[src/rtl/irq_cascade_ctl.sv]
module irq_cascade_ctl #(
  parameter int ADDR_W    = 5,
  parameter int OFS_L0S   = 'h00,
  parameter int OFS_L0M   = 'h01,
  parameter int OFS_L1S   = 'h02,
  parameter int OFS_L1M   = 'h03,
  parameter int OFS_MPS   = 'h04,
  parameter int OFS_MPA   = 'h08,
  parameter int MP_STRIDE = 4,
  parameter int OFS_CLR   = 'h10
) (
  input  logic              clk,
  input  logic              rst_n,
  input  logic [7:0]        l0_src,
  input  logic [7:0]        l1_src,
  input  logic [7:0]        mp_src,
  input  logic [1:0]        tick_in,
  input  logic [ADDR_W-1:0] addr,
  input  logic              wr_en,
  input  logic [7:0]        wr_data,
  input  logic              rd_en,
  output logic [7:0]        rd_data,
  output logic              cpu_irq0,
  output logic              cpu_irq1,
  output logic [1:0]        tick_irq
);

  localparam logic [ADDR_W-1:0] A_L0S = ADDR_W'(OFS_L0S);
  localparam logic [ADDR_W-1:0] A_L0M = ADDR_W'(OFS_L0M);
  localparam logic [ADDR_W-1:0] A_L1S = ADDR_W'(OFS_L1S);
  localparam logic [ADDR_W-1:0] A_L1M = ADDR_W'(OFS_L1M);
  localparam logic [ADDR_W-1:0] A_MPS = ADDR_W'(OFS_MPS);
  localparam logic [ADDR_W-1:0] A_MPA = ADDR_W'(OFS_MPA);
  localparam logic [ADDR_W-1:0] A_MPB = ADDR_W'(OFS_MPA + MP_STRIDE);
  localparam logic [ADDR_W-1:0] A_CLR = ADDR_W'(OFS_CLR);

  logic [7:0] l0_stat, l1_stat, mp_stat;
  logic [7:0] l0_mask, l1_mask, mp_mask_a, mp_mask_b;
  logic [1:0] tick_prev;
  logic [7:0] rd_mux;
  logic       unmapped;

  wire casc_a = |(mp_src & mp_mask_a);
  wire casc_b = |(mp_src & mp_mask_b);

  wire [1:0] tick_rise = tick_in & ~tick_prev;
  wire [1:0] tick_clr  = (wr_en && addr == A_CLR) ? wr_data[1:0] : 2'b00;

  always_comb begin
    rd_mux   = 8'h00;
    unmapped = 1'b0;
    case (addr)
      A_L0S:   rd_mux = l0_stat;
      A_L0M:   rd_mux = l0_mask;
      A_L1S:   rd_mux = l1_stat;
      A_L1M:   rd_mux = l1_mask;
      A_MPS:   rd_mux = mp_stat;
      A_MPA:   rd_mux = mp_mask_a;
      A_MPB:   rd_mux = mp_mask_b;
      default: unmapped = 1'b1;
    endcase
  end

  always_ff @(posedge clk) begin
    if (!rst_n) begin
      l0_stat   <= '0;
      l1_stat   <= '0;
      mp_stat   <= '0;
      l0_mask   <= '0;
      l1_mask   <= '0;
      mp_mask_a <= '0;
      mp_mask_b <= '0;
      tick_prev <= '0;
      tick_irq  <= '0;
      cpu_irq0  <= 1'b0;
      cpu_irq1  <= 1'b0;
      rd_data   <= '0;
    end else begin
      l0_stat   <= l0_src | {casc_a, 7'b0};
      l1_stat   <= l1_src | {4'b0, casc_b, 3'b0};
      mp_stat   <= mp_src;
      if (wr_en && addr == A_L0M) l0_mask   <= wr_data;
      if (wr_en && addr == A_L1M) l1_mask   <= wr_data;
      if (wr_en && addr == A_MPA) mp_mask_a <= wr_data;
      if (wr_en && addr == A_MPB) mp_mask_b <= wr_data;
      cpu_irq0  <= |(l0_stat & l0_mask);
      cpu_irq1  <= |(l1_stat & l1_mask);
      tick_prev <= tick_in;
      tick_irq  <= tick_rise | (tick_irq & ~tick_clr);
      rd_data   <= rd_en ? rd_mux : 8'h00;
    end
  end

  assert_quiet_masks_R1: assert property (@(posedge clk) disable iff (!rst_n)
    (l0_mask == 8'h00 && l1_mask == 8'h00) |=> (!cpu_irq0 && !cpu_irq1));

  assert_mask_zero_drops_req_R3: assert property (@(posedge clk) disable iff (!rst_n)
    (wr_en && addr == A_L0M && wr_data == 8'h00) |-> ##2 !cpu_irq0);

  assert_fifo_full_held_R6: assert property (@(posedge clk) disable iff (!rst_n)
    l0_src[0] |=> l0_stat[0]);

  assert_set_wins_R9: assert property (@(posedge clk) disable iff (!rst_n)
    (tick_in[0] && !tick_prev[0] && tick_clr[0]) |=> tick_irq[0]);

  assert_clear_works_R8: assert property (@(posedge clk) disable iff (!rst_n)
    (tick_clr[1] && !(tick_in[1] && !tick_prev[1])) |=> !tick_irq[1]);

  assert_unmapped_zero_R10: assert property (@(posedge clk) disable iff (!rst_n)
    (rd_en && unmapped) |=> rd_data == 8'h00);

  assert_cascade_a_R4: assert property (@(posedge clk) disable iff (!rst_n)
    (|(mp_src & mp_mask_a)) |=> l0_stat[7]);

endmodule

[config.mk]
export PLATFORM = sky130hd
export DESIGN_NAME = irq_cascade_ctl
export DESIGN_NICKNAME = d
export VERILOG_FILES = /design/src/rtl/irq_cascade_ctl.sv
export SDC_FILE = /design/constraint.sdc
export NUM_CORES = 1
export LEC_CHECK = 0
export BUFFER_PORTS_ARGS = -buffer_cell sky130_fd_sc_hd__buf_2
export CORE_MARGIN = 10
export CORE_UTILIZATION = 51
export CTS_BUF_LIST = sky130_fd_sc_hd__clkbuf_4 sky130_fd_sc_hd__clkbuf_8 sky130_fd_sc_hd__clkbuf_16
export CTS_CLUSTER_SIZE = 10
export DETAILED_ROUTE_END_ITERATION = 12
export PLACE_DENSITY = 0.74
export SKIP_LAST_GASP = 1
export SLEW_MARGIN = 10
export SYNTH_ARGS = -nofsm -noshare
export SYNTH_HDL_FRONTEND = slang
export SYNTH_SLANG_ARGS = --single-unit
export TNS_END_PERCENT = 20
[constraint.sdc]
create_clock -name clk -period 2.6 [get_ports clk]
set_input_delay 0.13 -clock clk [delete_from_list [all_inputs] [get_ports clk]]
set_output_delay 0.13 -clock clk [all_outputs]
set_load 0.005 [all_outputs]
Yosys cells after proc, flatten, opt, wreduce, memory -nomap -nowiden:

Index checks and enable logic that the tools add are counted.

* eq/ne operators: 7
* multiplexer cells: 2
* divide/modulo/power cells: 0
* magnitude comparators: 0
* bitwise operators: 11
* shifts and indexed selects: 0
* reductions and logical operators: 11
* add/sub/neg operators: 0
* multiply operators: 0

Operators by type and width (number)
* $pmux 8 s7: 1
* $and 8x8->8: 4
* $reduce_or 8->1: 4
* $eq 5x2->1 const B: 2
* $eq 5x4->1 const B: 2
* $or 8x4->8: 1
* $or 8x8->8: 1
* $eq 5x1->1 const B: 1
* $eq 5x3->1 const B: 1
* $eq 5x5->1 const B: 1
* $logic_and 1x1->1: 5
* $logic_not 5->1: 1
* $and 2x2->2: 2
* $not 2->2: 2
* $mux 2: 1
* $or 2x2->2: 1
* $reduce_and 2->1: 1

* bits in latches: 0
* RAM bits: 0
* input bits: 43
* logic and storage cells: 43
* bits in read-only memories: 0
* memories kept: 0
* output and inout bits: 12
* bits in registers: 70

Depth between registers and ports, before layout:

* depth after elaboration: 6
* gate-level depth with buffers: 6
* gate-level depth less buffers: 3

Worst setup path before layout:

OpenSTA, ideal clock, no wires.

* kind: input-to-reg
* start point: input addr[4]
* end point: register l0_mask[3]
* data required time: 2468 ps
* path slack: 1167 ps
* stages on the path: 6
* arrival: 1301 ps
* cells stage by stage: buf_6 or4b_1 buf_2 buf_6 o31ai_1 a21oi_1

* longest elaborated chain between the ends: 2

RTL lines
* start, declared: line 18 `input logic [ADDR_W-1:0] addr,`
* $eq 5x1->1: line 82 `if (wr_en && addr == A_L0M) l0_mask <= wr_data;`
* $logic_and 1x1->1: line 82
* end signal, assigned: line 82
* end, declared: line 38 `logic [7:0] l0_mask, l1_mask, mp_mask_a, mp_mask_b;`

Every way passes these cells.
A chain may end at the register's enable or synchronous reset.

Final worst setup path:

* start point: input addr[2]
* end point: register l1_mask[5]

* longest elaborated chain between the ends: 2

RTL lines
* $eq 5x2->1: line 83 `if (wr_en && addr == A_L1M) l1_mask <= wr_data;`
* $logic_and 1x1->1: line 83
* end signal, assigned: line 83
* end, declared: line 38

Every way passes these cells.

==> flow_metrics.py <==
metrics = {
    "run_status": {
        "status": "completed",
    },
    "clock_network": {
        "cts-root-buf": "clkbuf_8",
        "worstSkewPairLatency_ns": 0.35,
        "clkSinkCount": 70,
        "path_clk_slew_ns": 0.07,
        "cts_buffer_depth": 2,
        "h-tree-depth": 3,
        "cts_tree": "yes",
        "cts_made_buffers": 9,
    },
    "run": {
        "maxCapViolations": 0,
    },
    "setup_path": {
        "startpoint_type": "primary input",
        "cp_top_family": "simple AND/OR/NAND/NOR gates",
        "end_kind": "flip-flop",
        "cp_slowest_cell": "or4b_1",
        "slowest_delay_ns": 0.88,
        "critical_path_buf_inv_count": 1,
        "crit_required_ns": 2.79,
        "worstPathMaxFanout": 24,
        "critPathKind": "in2reg",
        "regToRegSetupSlack_ns": 1.49,
        "crit_arrival_ns": 1.69,
        "cp_cell_sequence": "buf_2 > or4b_1 > o31ai_1 > a21oi_1",
    },
    "synthesis": {
        "synth_cells": 313,
        "synth_ff_type": "dfxtp_1",
        "seq_area_frac_synth_pct": 46.1,
        "synth_common_cells": "70 x dfxtp_1, 37 x a21oi_1, 24 x and2_1, 24 x nand4_1, 19 x o31ai_1",
        "yosys.cell_count.top_type": "dfxtp_1",
        "synth_area_per_cell_um2": 9.72,
        "synthesis.nets": 356,
        "synth_top_area_share_pct": 46.1,
        "synth_area_leaders": "dfxtp_1 46%, a21oi_1 6.1%, mux2_2 5.6%",
        "ys_ff_latch": 70,
        "async_reset_ff_share_pct": 0,
        "netlist_area_um2": 3040,
        "synth_cell_types": 33,
        "synth-edff-count": 0,
        "synth_top_area_cell": "dfxtp_1",
        "ys_warn_count": 0,
    },
    "floorplanning": {
        "ios": 55,
        "die_y_um": 97.2,
        "die_width_um": 97.2,
        "start_util_pct": 52.0,
        "die_area_um2": 9450,
        "core-area_um2": 5850,
        "placementRows": 28,
    },
    "pwr": {
        "power.leakage_nw": 1.32,
        "ir_drop_uv": 331,
        "powerDensity_nw_per_um2": 599,
    },
    "worst_hold_path": {
        "hp-class": "in2reg",
    },
    "layout": {
        "drive_above_1_share_pct": 27.1,
        "fin_cells": 448,
        "n_antenna_cell": 0,
        "area_growth_pct": 19.8,
        "nNetsFinal": 411,
    },
    "drt": {
        "vias_per_cell": 6.34,
        "wl_per_cell_um": 19.8,
        "drt-initial-drc-count": 334,
        "vias": 2841,
        "wirelength_um": 8880,
        "drc": 0,
        "detail-route-antenna-nets": 0,
        "drtPass1Iterations": 5,
    },
    "place": {
        "port_buffers": 54,
        "placedCellCount": 418,
        "gp_congestion": 0.865,
        "post-dp-hpwl_um": 6170,
    },
    "sta": {
        "timing.fmax_mhz": 671,
        "rsz0062_at_grt": "no",
        "drv_slew": 0,
        "worstMarginPinSlew_ns": 0.906,
        "tns_ns": 0,
        "period_share_pct": 57.4,
        "maxSlewHeadroom_pct": 39.6,
        "min_period_ns": 1.49,
        "skew_ns": 0.00671,
        "setup_viol": 0,
        "finalHoldViolations": 0,
    },
    "global_route": {
        "grt_use_total_pct": 18.3,
        "antenna_found_initial": 0,
        "grt_max_degree": 31,
        "grt_pass1_vias": 2681,
        "overflow": 0,
        "grt_pass1_wl_um": 14100,
    },
}
[stage by stage]
stage / area [um^2] / setup slack (ns) / hold slack, ns / utilization, % / power [mW]
after detailed placement: 3310 / 0.765 / 0.342 / 56.6 / 1.32
after global placement: 3310 / 0.791 / 0.337 / 56.6 / 1.32
after CTS: 3630 / 1.13 / 0.000387 / 62.1 / 2.18
after global routing: 3640 / 1.00 / 0.00283 / 62.3 / 2.26
after floorplan: 3040 / 1.17 / 0.252 / - / 1.24
final: 3640 / 1.11 / 0.00424 / 62.3 / 2.18
[path summary, 6_finish.rpt]
kind | from | endpoint | depth (start not counted)
setup / recovery | addr[2] | l1_mask[5] | 4
hold / removal | l1_src[2] | l1_stat[2] | 2
setup reg to reg | mp_mask_a[3] | l0_stat[7] | 3
hold reg to reg | tick_prev[0] | tick_irq[0] | 2
[sequential cells by signal, summed over array words and instances (netlist names)]
signal and flops:
rd_data 8, l0_stat 8, mp_stat 8, l1_mask 8
tick_irq 2, cpu_irq0 1, mp_mask_a 8, l1_stat 8
cpu_irq1 1, mp_mask_b 8, tick_prev 2, l0_mask 8
[area by class of cell]
type                       instances  area [um^2]
sequential                        70         1400
timing repair buffer              75          463
clock buffer                      10          131
fill                             497         2210
multi-input combinational        205         1470
tap                               75         93.8
clock inverter                     6         62.6
inverter                           7         26.3
[per-layer routing]
metal  up-vias  global-route usage, %  part of all wire (%)
met3        30                   4.62                   8.9
met2       158                   27.0                    46
li1       1333                      -                     -
met4         0                   8.39                   2.7
met1      1320                   24.3                    42
met5         -                      0                     0
[where the power goes]
group          internal [mW]  switching (mW)  leakage [nW]
clock                  0.452           0.416         0.103
combinational         0.0812           0.119         0.643
sequential              1.10          0.0160         0.572
[timing repair]
action	4_1_cts	5_1_grt
setup endpoints to repair	0	0
hold buffers	13	1
buffers inserted	0	0
endpoints found under the hold margin	13	1
gates resized for setup	0	0
[cell families (layout without fill, tap and decap cells)]
logic type / after synthesis / count (layout) / share of synthesized area, %
AOI/OAI and AO/OA: 113 / 113 / 25.8
and+or+nand+nor: 75 / 75 / 16.0
DFF: 70 / 70 / 46.1
buffers and inverters: 38 / 98 / 5.92
muxes: 17 / 17 / 6.21
[placed cells by master, fill, tap and decap left out]
cell type	count
bufinv_16	1
and2_1	24
nor3_1	1
nor4_2	1
o21ai_0	5
o22ai_1	1
a22o_1	2
clkbuf_8	9
o31ai_2	5
nand3_1	15
nand2b_1	3
a41o_1	2
a32oi_1	15
o21ai_1	3
nor4b_2	3
clkinv_4	2
a41oi_1	2
inv_1	7
o31ai_1	19
dlygate4sd3_1	14
clkinv_2	3
buf_2	54
a31oi_1	9
dfxtp_1	70
o22a_1	1
clkbuf_4	1
nor2b_1	1
or4b_1	2
mux2_2	15
a22oi_1	8
nand4b_1	1
a222oi_1	2
buf_4	7
a221oi_1	2
a21oi_1	37
mux2i_1	2
nand4_1	24
Note: power is estimated with default switching activity, not from simulation.
